--- config.mk ---
export PLATFORM = sky130hd
export DESIGN_NAME = dma_steal_ctrl
export DESIGN_NICKNAME = d
export VERILOG_FILES = /design/src/rtl/dma_steal_pkg.sv /design/src/rtl/dma_cfg_regs.sv /design/src/rtl/dma_xfer_ctr.sv /design/src/rtl/dma_seq_fsm.sv /design/src/rtl/dma_steal_ctrl.sv
export SDC_FILE = /design/constraint.sdc
export NUM_CORES = 1
export LEC_CHECK = 0
export BUFFER_PORTS_ARGS = -buffer_cell sky130_fd_sc_hd__buf_2
export CAP_MARGIN = 20
export CELL_PAD_IN_SITES_DETAIL_PLACEMENT = 1
export CELL_PAD_IN_SITES_GLOBAL_PLACEMENT = 1
export CORE_ASPECT_RATIO = 1.1
export CORE_UTILIZATION = 28
export CTS_BUF_LIST = sky130_fd_sc_hd__clkbuf_4 sky130_fd_sc_hd__clkbuf_8 sky130_fd_sc_hd__clkbuf_16
export DETAILED_ROUTE_END_ITERATION = 8
export HOLD_SLACK_MARGIN = 0.12
export PLACE_DENSITY_LB_ADDON = 0.1
export SYNTH_ARGS = -nofsm -noshare
export SYNTH_HDL_FRONTEND = slang
export SYNTH_HIERARCHICAL = 1
export SYNTH_SLANG_ARGS = --single-unit
--- constraint.sdc ---
create_clock -name clk -period 4.4 [get_ports clk]
set_input_delay 0.44 -clock clk [delete_from_list [all_inputs] [get_ports clk]]
set_output_delay 0.44 -clock clk [all_outputs]
set_load 0.02 [all_outputs]
--- src/rtl/dma_steal_pkg.sv ---
// Package: shared encodings for the bus-stealing DMA controller.
// Assumes the register select is two bits wide and the control word fits the low bits.
package dma_steal_pkg;

    // Register selects on the configuration write port
    localparam logic [1:0] SEL_ADDR   = 2'd0;
    localparam logic [1:0] SEL_COUNT  = 2'd1;
    localparam logic [1:0] SEL_CTRL   = 2'd2;
    localparam logic [1:0] SEL_STATUS = 2'd3;

    // Bit positions inside the control word
    localparam int CTRL_DIR_BIT   = 0;
    localparam int CTRL_BURST_BIT = 1;
    localparam int CTRL_GO_BIT    = 2;

    // Bit position inside the status clear word
    localparam int STAT_CLR_BIT = 0;

    // Sequencer states
    typedef enum logic [2:0] {
        ST_IDLE  = 3'd0,
        ST_ARMED = 3'd1,
        ST_REQ   = 3'd2,
        ST_XFER  = 3'd3,
        ST_REL   = 3'd4
    } seq_state_t;

endpackage

--- src/rtl/dma_cfg_regs.sv ---
// Module: configuration registers of the DMA channel.
// Holds the staged start address, byte count, direction and mode. Produces a
// one-cycle start pulse and an interrupt clear pulse.
// Assumes: writes other than the status clear are accepted only while idle.
module dma_cfg_regs
    import dma_steal_pkg::*;
#(
    parameter int ADDR_W = 16,
    parameter int CNT_W  = 16
) (
    input  logic              clk,
    input  logic              rst_n,
    input  logic              idle,
    input  logic              we,
    input  logic [1:0]        sel,
    input  logic [ADDR_W-1:0] wdata,
    output logic [ADDR_W-1:0] base_addr,
    output logic [CNT_W-1:0]  base_cnt,
    output logic              dir,
    output logic              burst,
    output logic              start,
    output logic              start_zero,
    output logic              clr_irq
);

    logic wr_addr;
    logic wr_cnt;
    logic wr_ctrl;

    // Decode writes; the busy-time lockout applies to all but the status clear
    always_comb begin
        wr_addr = we && idle && (sel == SEL_ADDR);
        wr_cnt  = we && idle && (sel == SEL_COUNT);
        wr_ctrl = we && idle && (sel == SEL_CTRL);
        clr_irq = we && (sel == SEL_STATUS) && wdata[STAT_CLR_BIT];
    end

    // Staged start address
    always_ff @(posedge clk) begin
        if (!rst_n)       base_addr <= '0;
        else if (wr_addr) base_addr <= wdata;
    end

    // Staged byte count
    always_ff @(posedge clk) begin
        if (!rst_n)      base_cnt <= '0;
        else if (wr_cnt) base_cnt <= wdata[CNT_W-1:0];
    end

    // Direction and mode bits
    always_ff @(posedge clk) begin
        if (!rst_n) begin
            dir   <= 1'b0;
            burst <= 1'b0;
        end else if (wr_ctrl) begin
            dir   <= wdata[CTRL_DIR_BIT];
            burst <= wdata[CTRL_BURST_BIT];
        end
    end

    // Start pulse and the zero-length flag that travels with it
    always_comb begin
        start      = wr_ctrl && wdata[CTRL_GO_BIT];
        start_zero = (base_cnt == '0);
    end

endmodule

--- src/rtl/dma_xfer_ctr.sv ---
// Module: working address and remaining-count registers of the channel.
// Loads from the staged values on start. Each moved byte steps the address up
// and the count down.
// Assumes: step is never asserted while the count is zero.
module dma_xfer_ctr #(
    parameter int ADDR_W = 16,
    parameter int CNT_W  = 16
) (
    input  logic              clk,
    input  logic              rst_n,
    input  logic              load,
    input  logic              step,
    input  logic [ADDR_W-1:0] load_addr,
    input  logic [CNT_W-1:0]  load_cnt,
    output logic [ADDR_W-1:0] addr,
    output logic              cnt_last,
    output logic              cnt_zero
);

    localparam logic [CNT_W-1:0]  CNT_ONE  = CNT_W'(1);
    localparam logic [ADDR_W-1:0] ADDR_ONE = ADDR_W'(1);

    logic [CNT_W-1:0] cnt_q;

    // Address register: load on start, increment per byte, wrap naturally
    always_ff @(posedge clk) begin
        if (!rst_n)    addr <= '0;
        else if (load) addr <= load_addr;
        else if (step) addr <= addr + ADDR_ONE;
    end

    // Remaining-count register: load on start, decrement per byte
    always_ff @(posedge clk) begin
        if (!rst_n)    cnt_q <= '0;
        else if (load) cnt_q <= load_cnt;
        else if (step) cnt_q <= cnt_q - CNT_ONE;
    end

    // Count status flags for the sequencer
    always_comb begin
        cnt_last = (cnt_q == CNT_ONE);
        cnt_zero = (cnt_q == '0);
    end

endmodule

--- src/rtl/dma_seq_fsm.sv ---
// Module: bus-stealing sequencer.
// Waits for a peripheral request, asks for the bus, moves bytes once granted,
// and releases the bus after each byte (single) or after the block (burst).
// Raises the completion interrupt.
// Assumes: the grant is not withdrawn while hold is high.
module dma_seq_fsm
    import dma_steal_pkg::*;
(
    input  logic clk,
    input  logic rst_n,
    input  logic start,
    input  logic start_zero,
    input  logic burst,
    input  logic dreq,
    input  logic hlda,
    input  logic cnt_last,
    input  logic cnt_zero,
    input  logic clr_irq,
    output logic step,
    output logic hold,
    output logic bus_en,
    output logic busy,
    output logic idle,
    output logic irq
);

    seq_state_t st_q;
    seq_state_t st_d;
    logic       irq_set;

    // Next-state, byte-step and interrupt-set decision
    always_comb begin
        st_d    = st_q;
        step    = 1'b0;
        irq_set = 1'b0;
        unique case (st_q)
            ST_IDLE: begin
                if (start) begin
                    if (start_zero) irq_set = 1'b1;
                    else            st_d    = ST_ARMED;
                end
            end
            ST_ARMED: begin
                if (dreq) st_d = ST_REQ;
            end
            ST_REQ: begin
                if (hlda) st_d = ST_XFER;
            end
            ST_XFER: begin
                step = burst ? dreq : 1'b1;
                if (step && (cnt_last || !burst)) st_d = ST_REL;
            end
            ST_REL: begin
                if (!hlda) begin
                    if (cnt_zero) begin
                        st_d    = ST_IDLE;
                        irq_set = 1'b1;
                    end else begin
                        st_d = ST_ARMED;
                    end
                end
            end
            default: st_d = ST_IDLE;
        endcase
    end

    // State register
    always_ff @(posedge clk) begin
        if (!rst_n) st_q <= ST_IDLE;
        else        st_q <= st_d;
    end

    // Completion interrupt: set has priority over a coincident clear
    always_ff @(posedge clk) begin
        if (!rst_n)       irq <= 1'b0;
        else if (irq_set) irq <= 1'b1;
        else if (clr_irq) irq <= 1'b0;
    end

    // Bus-side outputs decoded from the state
    always_comb begin
        hold   = (st_q == ST_REQ) || (st_q == ST_XFER);
        bus_en = (st_q == ST_XFER);
        busy   = (st_q != ST_IDLE);
        idle   = (st_q == ST_IDLE);
    end

endmodule

--- src/rtl/dma_steal_ctrl.sv ---
// Module: top of the single-channel bus-stealing DMA controller.
// Connects the configuration registers, the working counters and the
// sequencer. Turns each byte step into the acknowledge and the strobe for the
// chosen direction. Data moves fly-by between the peripheral and memory.
// Assumes: CNT_W does not exceed ADDR_W, as the count shares the write bus.
module dma_steal_ctrl
    import dma_steal_pkg::*;
#(
    parameter int ADDR_W = 16,
    parameter int CNT_W  = 16
) (
    input  logic              clk,
    input  logic              rst_n,
    input  logic              cfg_we,
    input  logic [1:0]        cfg_sel,
    input  logic [ADDR_W-1:0] cfg_wdata,
    input  logic              dreq,
    output logic              dack,
    output logic              hold,
    input  logic              hlda,
    output logic              bus_en,
    output logic [ADDR_W-1:0] mem_addr,
    output logic              mem_wr,
    output logic              mem_rd,
    output logic              busy,
    output logic              irq
);

    logic [ADDR_W-1:0] base_addr;
    logic [CNT_W-1:0]  base_cnt;
    logic              cfg_dir;
    logic              cfg_burst;
    logic              start;
    logic              start_zero;
    logic              clr_irq;
    logic              idle;
    logic              step;
    logic              cnt_last;
    logic              cnt_zero;
    logic              load;

    dma_cfg_regs #(.ADDR_W(ADDR_W), .CNT_W(CNT_W)) u_cfg (
        .clk        (clk),
        .rst_n      (rst_n),
        .idle       (idle),
        .we         (cfg_we),
        .sel        (cfg_sel),
        .wdata      (cfg_wdata),
        .base_addr  (base_addr),
        .base_cnt   (base_cnt),
        .dir        (cfg_dir),
        .burst      (cfg_burst),
        .start      (start),
        .start_zero (start_zero),
        .clr_irq    (clr_irq)
    );

    // Counters load only for a non-empty block
    always_comb load = start && !start_zero;

    dma_xfer_ctr #(.ADDR_W(ADDR_W), .CNT_W(CNT_W)) u_ctr (
        .clk       (clk),
        .rst_n     (rst_n),
        .load      (load),
        .step      (step),
        .load_addr (base_addr),
        .load_cnt  (base_cnt),
        .addr      (mem_addr),
        .cnt_last  (cnt_last),
        .cnt_zero  (cnt_zero)
    );

    dma_seq_fsm u_seq (
        .clk        (clk),
        .rst_n      (rst_n),
        .start      (start),
        .start_zero (start_zero),
        .burst      (cfg_burst),
        .dreq       (dreq),
        .hlda       (hlda),
        .cnt_last   (cnt_last),
        .cnt_zero   (cnt_zero),
        .clr_irq    (clr_irq),
        .step       (step),
        .hold       (hold),
        .bus_en     (bus_en),
        .busy       (busy),
        .idle       (idle),
        .irq        (irq)
    );

    // Per-byte acknowledge and direction-selected memory strobe
    always_comb begin
        dack   = step;
        mem_wr = step && !cfg_dir;
        mem_rd = step && cfg_dir;
    end

endmodule

## Word level (Yosys, flattened, before mapping)

Index checks and enable logic that the tools add are counted.
Widths: inputs -> output; s select.

| operators by class | value |
|---|---|
| add/subtract/negate cells | 2 |
| eq/ne operators | 14 |
| multiplexer cells | 21 |
| reduce and logical (&&, ||, !) cells | 24 |

Operators by type and width:

| cell | number |
|---|---|
| $mux 16 | 4 |
| $logic_not 16->1 | 2 |
| $mux 3 | 6 |
| $add 16x1->16 const B | 1 |
| $eq 16x1->1 const B | 1 |
| $sub 16x1->16 const B | 1 |
| $pmux 3 s5 | 1 |
| $logic_and 1x1->1 | 11 |
| $ne 2x2->1 const B | 5 |
| $mux 1 | 9 |
| $eq 3x2->1 const B | 2 |
| $reduce_and 6->1 | 1 |
| $eq 2x2->1 const B | 2 |
| $reduce_bool 2->1 | 2 |
| $eq 3x1->1 const B | 1 |
| $eq 3x3->1 const B | 1 |
| $logic_not 1->1 | 3 |
| $logic_not 3->1 | 1 |
| $reduce_bool 3->1 | 1 |
| $eq 2x1->1 const B | 1 |
| $logic_not 2->1 | 1 |
| $logic_or 1x1->1 | 2 |
| $ne 2x1->1 const B | 1 |
| $pmux 1 s2 | 1 |

| word-level totals | value |
|---|---|
| flip-flop bits (word level) | 70 |
| bits of input ports | 23 |
| output and inout bits | 23 |
| logic and storage cells | 69 |

## Logic depth before layout (Yosys ltp)

Gate-level depths: netlist of the first run.

| logic depth | value |
|---|---|
| depth in word-level cells | 7 |
| gate-level depth with buffers | 11 |
| depth with buffers taken out | 9 |

## Hierarchy

The synthesis of the first run kept the hierarchy.

By module, submodules not included:

| module | times used | cells an instance | area each (um^2) | sequential area each (um^2) |
|---|---|---|---|---|
| dma_xfer_ctr | 1 | 213 | 1736.7 | 640.6 |
| dma_cfg_regs | 1 | 139 | 1365.1 | 680.7 |
| dma_seq_fsm | 1 | 34 | 292.8 | 80.1 |
| dma_steal_ctrl | 1 | 3 | 22.5 | 0.0 |

## Worst setup path before layout of the first run

No wires, ideal clock.

| path | value |
|---|---|
| kind | flip-flop to flip-flop |
| start point | register u_seq.st_q[2] |
| end point | register u_ctr.cnt_q[13] |
| data arrival time | 3.273 ns |
| data required time | 4.326 ns |
| setup slack | 1.052 ns |
| stages on the path, launching flop included | 9 |
| path buffers | 2 |
| period minus slack after synthesis | 3.348 ns |
| path through | dfxtp_1 buf_6 and3b_1 a21boi_0 or3b_2 clkbuf_1 or3_4 or4_1 a31oi_1 |

| on the way | value |
|---|---|
| elaborated cells on any way between the ends | 9 |

RTL lines:

| what | RTL line | RTL |
|---|---|---|
| start: declaration | dma_seq_fsm.sv:27 | `seq_state_t st_q;` |
| start signal: assignment | dma_seq_fsm.sv:70 | `else st_q <= st_d;` |
| $eq 3x2->1 | - |  |
| named net bus_en | dma_steal_ctrl.sv:21 | `output logic bus_en,` |
| $mux 1 | dma_seq_fsm.sv:36 | `unique case (st_q)` |
| named net dack | dma_steal_ctrl.sv:18 | `output logic dack,` |
| $reduce_bool 2->1 (no line) | - |  |
| end signal: assignment | dma_xfer_ctr.sv:35 | `else if (load) cnt_q <= load_cnt;` |
| end signal: assignment | dma_xfer_ctr.sv:36 | `else if (step) cnt_q <= cnt_q - CNT_ONE;` |
| end: declaration | dma_xfer_ctr.sv:23 | `logic [CNT_W-1:0] cnt_q;` |

The timed path passes the listed nets, and every way through them passes these cells.
A chain may end at the register's enable or synchronous reset.

## Worst setup path in the final report of the first run

| path | value |
|---|---|
| start point | register u_seq.st_q[2] |
| end point | register u_ctr.addr[10] |

| on the way | value |
|---|---|
| word-level cells in the longest chain between the ends | 6 |
| elaborated cells on any way between the ends | 9 |

RTL lines:

| what | RTL line | RTL |
|---|---|---|
| $logic_not 3->1 (*) | dma_seq_fsm.sv:85 | `idle = (st_q == ST_IDLE);` |
| named net idle | dma_steal_ctrl.sv:36 | `logic idle;` |
| $logic_and 1x1->1 (*) (2 in series) | dma_cfg_regs.sv:34 | `wr_ctrl = we && idle && (sel == SEL_CTRL);` |
| $logic_and 1x1->1 (*) | dma_cfg_regs.sv:63 | `start = wr_ctrl && wdata[CTRL_GO_BIT];` |
| named net start | dma_steal_ctrl.sv:33 | `logic start;` |
| $logic_and 1x1->1 (*) | dma_steal_ctrl.sv:59 | `always_comb load = start && !start_zero;` |
| named net load | dma_steal_ctrl.sv:40 | `logic load;` |
| $mux 16 / $reduce_bool 2->1 (equally long branches) | - |  |
| end signal: assignment | dma_xfer_ctr.sv:28 | `else if (load) addr <= load_addr;` |
| end signal: assignment | dma_xfer_ctr.sv:29 | `else if (step) addr <= addr + ADDR_ONE;` |
| end: declaration | dma_xfer_ctr.sv:15 | `output logic [ADDR_W-1:0] addr,` |

The timed path passes the listed nets; every way through them passes the cells marked *.

==> metrics.cfg, run 1 <==
[placed_design]
place_ws_ps=1550
gp_congestion=0.751
placed_cell_area_um2=3740
dp_cells=567
hpwl_mm=7.08
numPortBuffers=45

[min_path]
holdPathStages=3
min_from=cfg_wdata[3]
hold_class=in -> reg

[route]
post-route-drc-count=0
finalWirelength_mm=9.83
final_antenna_net_count=0
drtIter0Drc=68
wl_per_cell_um=16.9
viasPerCell=4.97
firstDrtPassIters=5
vias=2900

[synthesis]
async_flop_share_pct=0
syn-instance-count=389
avgSynthCellArea_um2=8.78
yosys_most_used_dff=dfxtp_1
syn_nets=415
synth_edf_count=0
ys_seq_elements=70
seq_area_frac_synth_pct=41.0
synth_cell_types=58
syn_area_um2=3420
yosys_warnings=6

[setup_path]
crit_family=buffers and inverters
critical-path-slowest-cell=or3_1
crit_path_start=u_seq/st_q[2]$_SDFFE_PN0P_
slowest_delay_ps=400
crit_type=reg -> reg
crit_cells=10
cp_num_buf_inv=4
cp_common_cell=buf_4
worstPathCellList=or3_1, inv_2, nand4b_1, nor2_1, nor2b_1, buf_4, inv_1, buf_4, o21ai_0, a21oi_1
critPathRequiredTime_ps=4610
regToRegStartpoint=u_seq/st_q[2]$_SDFFE_PN0P_
critPathLaunchType=flip-flop
cp_max_fo=26
arrival_ps=3070
setup.worst_path.end_class=flip-flop
r2r_cells=10

[power_and_ir_drop]
irDropWorstVdd_mv=0.159
power_density_nw_per_um2=436
power_mw=1.77
p_leak_nw=1.64

[floorplanning]
die_y_um=118
ioPinCount=46
core-area_um2=11700
initial_core_util_pct=29.2
dieWidth_um=107
die-area_um2=12600
fp-row-count=41

[global_routing]
antenna_found_initial=0
grt_max_degree=41
grt_pass1_vias=2886
gr-total-overflow=0
track_usage_pct=16.5
grt_pass1_wl_mm=15.9

[final_layout]
drive_gt1_share_pct=18.7
final_area_um2=4070
multiInputGateArea_um2=1840
finalNetCount=454
antenna_cells=0
finalCoreUtilization_pct=34.8
fill_cells=1388
area_growth_pct=19.0
regArea_um2=1400
fin_cells=583

[cts]
cts_buffers=9
cts_tree=done
post_cts_resized=0
post_cts_buffers=0
clk_path_buf_depth=2
clk_pin_slew_ps=60
holdBufCountCts=0
clk_latency_ps=330
clockRootBuffer=clkbuf_16
h-tree-depth=3
cts_sinks=70

[run]
maxCapViolations=0

[timing]
finalSetupTns_ps=0
hold_ws_ps=375
min_period_over_period_pct=64.9
fmax_mhz=350
finalCriticalPeriod_ps=2860
finalClockSkew_ps=4.39
setup_viol=0
max-slew-margin-rel_pct=28.2
setup_slack_ps=1540
rsz0062_at_grt=false
slew_violations=0
hold_viol=0
worst_pin_slew_ps=1080

[outcome]
outcome=finished, final reports clean

where the power goes:
group | switching [mW] | internal (mW)
Clock | 0.285 | 0.519
Combinational | 0.149 | 0.105
Sequential | 0.0415 | 0.673
Total | 0.475 | 1.30
cells in the final DEF (no fill, tap or decap), drive strengths merged, types with 4 or more instances in the layout:
cell | synthesis | final
dfxtp | 70 | 70
nand2 | 66 | 66
buf | 9 | 51
mux2i | 39 | 39
o21ai | 24 | 24
a21oi | 21 | 21
xnor2 | 19 | 19
nor2 | 16 | 16
nor4 | 15 | 15
inv | 11 | 11
clkbuf | 14 | 11
nor3 | 8 | 8
or3 | 6 | 6
nand3 | 5 | 5
xor2 | 5 | 5
a211oi | 5 | 5
or4 | 5 | 5
nand4 | 4 | 4
a31oi | 4 | 4
tightest hold or removal path, stage by stage:
cell	delay, ps
buf_2	90
nand2_1	70
mux2i_1	60
sequential cells by signal, summed over array words and instances, names as in the netlist:
signal	cells
u_ctr/cnt_q	16
u_cfg/base_cnt	16
u_cfg/base_addr	16
u_cfg/dir	1
u_cfg/burst	1
u_seq/st_q	3
u_ctr/addr	16
u_seq/irq	1
cell type report:
cell class	count	share of cell area (%)
Multi-Input combinational cell	285	45.2
Sequential cell	70	34.5
Timing Repair Buffer	51	6.65
Clock buffer	11	6.06
Tap cell	150	4.62
Clock inverter	5	2.03
Inverter	11	1.02
path summary, 6_finish.rpt:
kind / endpoint / slack (ps)
hold / removal: u_cfg/base_addr[3]$_SDFFE_PN0P_ / 370
setup reg to reg: u_ctr/addr[10]$_SDFFE_PN0P_ / 1540
hold reg to reg: u_cfg/base_addr[10]$_SDFFE_PN0P_ / 470
setup / recovery: u_ctr/addr[10]$_SDFFE_PN0P_ / 1540
cells by family (layout without fill, tap and decap cells):
family / count (synthesis) / in the layout / synth area share, %
DFF: 70 / 70 / 41.0
AOI/OAI and AO/OA: 66 / 66 / 11.6
adders and majority gates: 3 / 3 / 1.10
xor gates and xnor gates: 24 / 24 / 6.15
buffers and inverters: 34 / 78 / 5.27
and+or+nand+nor: 153 / 153 / 23.5
muxes: 39 / 39 / 11.4
per-layer routing:
metal	track usage (%)	up-vias	part of all wire [%]
met3	3.60	6	2.7
met4	5.14	0	0.81
met5	0	-	0
li1	-	1461	-
met2	25.1	40	45
met1	23.2	1393	51
synth_stat cells (3+ instances only):
master,n,share of area (%)
dfxtp_1,70,41
nand2_1,65,7.1
mux2i_1,39,11
o21ai_0,24,3.5
a21oi_1,21,3.1
xnor2_1,19,4.9
nor2_1,16,1.8
nor4_1,15,2.7
clkbuf_1,14,1.5
inv_1,10,1.1
nor3_1,8,1.2
a211oi_1,5,1.1
nand3_1,5,0.73
xor2_1,5,1.3
buf_6,4,1.3
nand4_1,4,0.73
or3_1,4,0.73
a31oi_1,3,0.55
ha_1,3,1.1
nand3b_1,3,0.66
nor3b_1,3,0.66
o31ai_1,3,0.66
or4_1,3,0.66
No activity file was read; power rests on OpenSTA's default activity.
==> run 2, diff against run 1 <==
==> constraint.sdc (replaced) <==
create_clock -name clk -period 2.98 [get_ports clk]
set_input_delay 0.298 -clock clk [delete_from_list [all_inputs] [get_ports clk]]
set_output_delay 0.298 -clock clk [all_outputs]
set_load 0.02 [all_outputs]
==> run 2 against run 1 <==
Total power increased by 48%. Clock power increased by 47%. Cell count increased by 0.34%. Via count increased by 2.0%. Clock skew increased by 6.4 ps. Global-route usage decreased by 0.40 points.
==> metrics.cfg, run 2 (same netlist as run 1, synthesis figures left out) <==
[final_layout]
finalNetCount=456
final_area_um2=4100
fill_cells=1372
antenna_cells=0
area_growth_pct=19.9
final_cell_mix=dfxtp_1 (70), nand2_1 (65), buf_2 (45)
final_common_cell=dfxtp_1
drive_gt1_share_pct=19.3

[timing]
slew_violations=0
max-slew-margin-rel_pct=60.8
setup_slack_ps=346
setup_viol=0
hold_ws_ps=243
worst_pin_slew_ps=588
rsz0062_at_grt=false
finalCriticalPeriod_ps=2630
fmax_mhz=380
min_period_over_period_pct=88.4
hold_viol=0
finalSetupTns_ps=0
finalClockSkew_ps=10.8

[setup_path]
crit_path_start=u_ctr/cnt_q[8]$_SDFFE_PN0P_
critPathLaunchType=flip-flop
arrival_ps=2850
regToRegStartpoint=u_ctr/cnt_q[8]$_SDFFE_PN0P_
cp_max_fo=5
critPathRequiredTime_ps=3200
crit_type=reg -> reg
r2r_slack_ps=350
crit_end=u_seq/st_q[1]$_SDFFE_PN0P_
r2r_cells=8
reg2reg_to=u_seq/st_q[1]$_SDFFE_PN0P_
setup.worst_path.end_class=flip-flop

[cts]
cts_buffers=9
cts_sinks=70
clk_pin_slew_ps=60
cts_tree=done
h-tree-depth=3
clockRootBuffer=clkbuf_16
post_cts_buffers=0
holdBufCountCts=0
clk_path_buf_depth=2
post_cts_resized=0
clk_latency_ps=330

[global_routing]
grt_max_degree=42
grt_pass1_wl_mm=15.5
track_usage_pct=16.1
gr-total-overflow=0
antenna_found_initial=0
met2_usage_pct=25.0
grt_pass1_vias=2961
met1_usage_pct=22.1
met3_usage_pct=2.55
grt.busiest_layer=met2

[placed_design]
hpwl_mm=7.10
place_ws_ps=366
numPortBuffers=45
gp_congestion=0.741
placed_cell_area_um2=3770

[route]
wl_per_cell_um=16.5
finalWirelength_mm=9.66
vias=2958
post-route-drc-count=0
drtIter0Drc=121
final_antenna_net_count=0
viasPerCell=5.06
firstDrtPassIters=4

[run]
maxCapViolations=0

[power_and_ir_drop]
irDropWorstVdd_mv=0.259
power_density_nw_per_um2=638
p_leak_nw=1.66

[floorplanning]
die_y_um=118
core-area_um2=11700
initial_core_util_pct=29.2
dieWidth_um=107
ioPinCount=46
die-area_um2=12600
fp-row-count=41

[outcome]
outcome=finished, final reports clean

[min_path]
hold_class=in -> reg

## run 2: per-stage QoR
stage / instances / util [%] / power, mW
3_3_place_gp: 569 / 32.2 / 1.45
6_report: 585 / 35.0 / 2.61
4_1_cts: 585 / 35.0 / 2.65
2_1_floorplan: 389 / - / 1.35
5_1_grt: 585 / 35.0 / 2.73
3_5_place_dp: 569 / 32.2 / 1.46
## run 2: where the power goes
group          internal [mW]  switching (mW)  leakage (nW)
Combinational          0.158           0.218         0.925
Clock                  0.766           0.415         0.163
Sequential             0.994          0.0630         0.567
## run 2: area by class of cell
type                       instances  area, um2  share of cell area, %
timing repair buffer              53        298                   7.27
clock buffer                      11        246                   6.02
sequential                        70       1400                   34.2
clock inverter                     5       82.6                   2.02
tap                              150        188                   4.58
multi-input combinational        285       1840                   44.9
inverter                          11       41.3                   1.01
## run 2: worst min-delay path by stage
stage	start	to	slack (ps)	cells after the start
global placement	u_cfg/base_addr[10]$_SDFFE_PN0P_	u_cfg/base_addr[10]$_SDFFE_PN0P_	440	2
floorplan	u_cfg/base_addr[10]$_SDFFE_PN0P_	u_cfg/base_addr[10]$_SDFFE_PN0P_	430	2
finish	cfg_wdata[7]	u_cfg/base_cnt[7]$_SDFFE_PN0P_	240	3
global route	cfg_wdata[4]	u_cfg/base_addr[4]$_SDFFE_PN0P_	250	3
CTS	cfg_wdata[7]	u_cfg/base_cnt[7]$_SDFFE_PN0P_	230	3
detailed placement	u_cfg/base_addr[12]$_SDFFE_PN0P_	u_cfg/base_addr[12]$_SDFFE_PN0P_	450	2
## run 2: critical path, cell delays in order, from the launching register on
cell and delay, ps:
dfxtp_1 340, or4_1 620, or4_1 490, nor4_1 320
and2_1 180, nand2_1 60, a32oi_2 230, o21ai_0 100
and3_1 180
## run 2: layer usage
layer	wire length [um]	part of all wire [%]	vias to the layer above
li1	-	-	1474
met1	4930	51	1418
met2	4300	45	51
met3	239	2.5	15
met4	184	1.9	0
met5	0	0	-
==> run 3, diff against run 2 <==
--- a/config.mk
+++ b/config.mk
@@ -10,6 +10,7 @@
 export CELL_PAD_IN_SITES_DETAIL_PLACEMENT = 1
 export CELL_PAD_IN_SITES_GLOBAL_PLACEMENT = 1
 export CORE_ASPECT_RATIO = 1.1
+export CORE_MARGIN = 2
 export CORE_UTILIZATION = 28
 export CTS_BUF_LIST = sky130_fd_sc_hd__clkbuf_4 sky130_fd_sc_hd__clkbuf_8 sky130_fd_sc_hd__clkbuf_16
 export DETAILED_ROUTE_END_ITERATION = 8
==> run 3 against run 2 <==
Die area increased by 3.6%. Design area down 1.2%. Sequential share of layout area rose by 0.40 points. Sequential cell count did not move. Non-clock buffer count is the same. Critical endpoint unchanged. Largest power group is now sequential cells. Highest routed layer unchanged.
==> metrics.cfg, run 3 (same netlist as run 1, synthesis figures left out) <==
[setup_path]
crit_type=reg -> reg
worstPathCellList=or4_1, or4_1, nor4_1, and2_1, nand2_1, a32oi_2, o21ai_0, and3_1
r2r_slack_ps=310
critPathRequiredTime_ps=3200
slowest_delay_ps=610
cp_max_fo=5
critPathLaunchType=flip-flop
arrival_ps=2890
cp_common_cell=or4_1
setup.worst_path.end_class=flip-flop
critical-path-slowest-cell=or4_1

[power_and_ir_drop]
irDropWorstVdd_mv=0.297
power_density_nw_per_um2=613
p_leak_nw=1.62

[cts]
cts_sinks=70
clk_path_buf_depth=2
cts_buffers=9
clk_pin_slew_ps=60
holdBufCountCts=0
post_cts_buffers=0
clk_latency_ps=330
h-tree-depth=3
clockRootBuffer=clkbuf_16
post_cts_resized=0
cts_tree=done

[global_routing]
antenna_found_initial=0
grt_pass1_vias=3045
met1_usage_pct=21.9
met3_usage_pct=2.23
track_usage_pct=16.3
grt_pass1_wl_mm=16.3
grt.busiest_layer=met2
met2_usage_pct=26.2
grt_max_degree=30
gr-total-overflow=0

[final_layout]
area_growth_pct=18.5
fin_cells=588
drive_gt1_share_pct=19.1
final_cell_mix=dfxtp_1 (70), nand2_1 (65), buf_2 (45)
antenna_cells=0
final_area_um2=4050
final_common_cell=dfxtp_1
finalNetCount=456

[floorplanning]
ioPinCount=46
core-area_um2=12000
fp-row-count=42
initial_core_util_pct=28.5
die_y_um=120
die-area_um2=13100
dieWidth_um=109

[timing]
setup_viol=0
slew_violations=0
finalCriticalPeriod_ps=2670
finalSetupTns_ps=0
max-slew-margin-rel_pct=61.1
finalClockSkew_ps=5.08
fmax_mhz=375
worst_pin_slew_ps=584
rsz0062_at_grt=false
hold_viol=0
min_period_over_period_pct=89.5

[outcome]
outcome=finished, final reports clean

[route]
wl_per_cell_um=16.9
firstDrtPassIters=4
final_antenna_net_count=0
vias=2899
finalWirelength_mm=9.91
post-route-drc-count=0
viasPerCell=4.93
drtIter0Drc=154

[placed_design]
gp_congestion=0.806
dp_cells=573
hpwl_mm=7.36
numPortBuffers=45
placed_cell_area_um2=3760

[run]
maxCapViolations=0

[min_path]
hold_class=in -> reg

run 3: changes by cell type in the layout (fill, tap and decap cells not counted), sizes merged:
cell / change
bufinv: -1
clkbuf: -2
clkinvlp: +2
run 3: path summary, 6_finish.rpt:
kind                                                      start                               to  cells after the start
worst max-delay path                u_ctr/cnt_q[8]$_SDFFE_PN0P_       u_seq/st_q[1]$_SDFFE_PN0P_                      8
worst min-delay path                               cfg_wdata[6]  u_cfg/base_addr[6]$_SDFFE_PN0P_                      3
worst max register to register      u_ctr/cnt_q[8]$_SDFFE_PN0P_       u_seq/st_q[1]$_SDFFE_PN0P_                      8
worst min register to register  u_cfg/base_addr[2]$_SDFFE_PN0P_  u_cfg/base_addr[2]$_SDFFE_PN0P_                      2
run 3: per-stage QoR:
step                utilization [%]  worst slack, ps  hold slack [ps]  power, mW
floorplan                         -              148              435       1.35
global placement               31.4              389              452       1.45
detailed placement             31.4              357              455       1.46
CTS                            33.8              344              226       2.52
global route                   33.8              153              245       2.61
finish                         33.8              312              236       2.48
run 3: per-layer routing:
layer / vias to the layer above / part of all wire [%]
met4: 0 / 1.4
met2: 46 / 47
met5: - / 0
met3: 10 / 2.9
li1: 1460 / -
met1: 1383 / 49
run 3: cell type report:
type | instances | area, um2
Clock buffer | 9 | 225
Clock inverter | 6 | 63.8
Fill cell | 1442 | 7930
Inverter | 11 | 41.3
Multi-Input combinational cell | 285 | 1840
Sequential cell | 70 | 1400
Tap cell | 154 | 193
Timing Repair Buffer | 53 | 285
run 3: power by group:
part / internal, mW / switching (mW)
clock: 0.641 / 0.412
sequential: 0.994 / 0.0621
combinational: 0.156 / 0.218
run 3: critical path, delay by kind of cell (launching register included):
kind	cells	cell delay, ps
flip-flops	1	340
AO/OA/AOI/OAI	2	330
AND/OR/NAND/NOR	6	1900
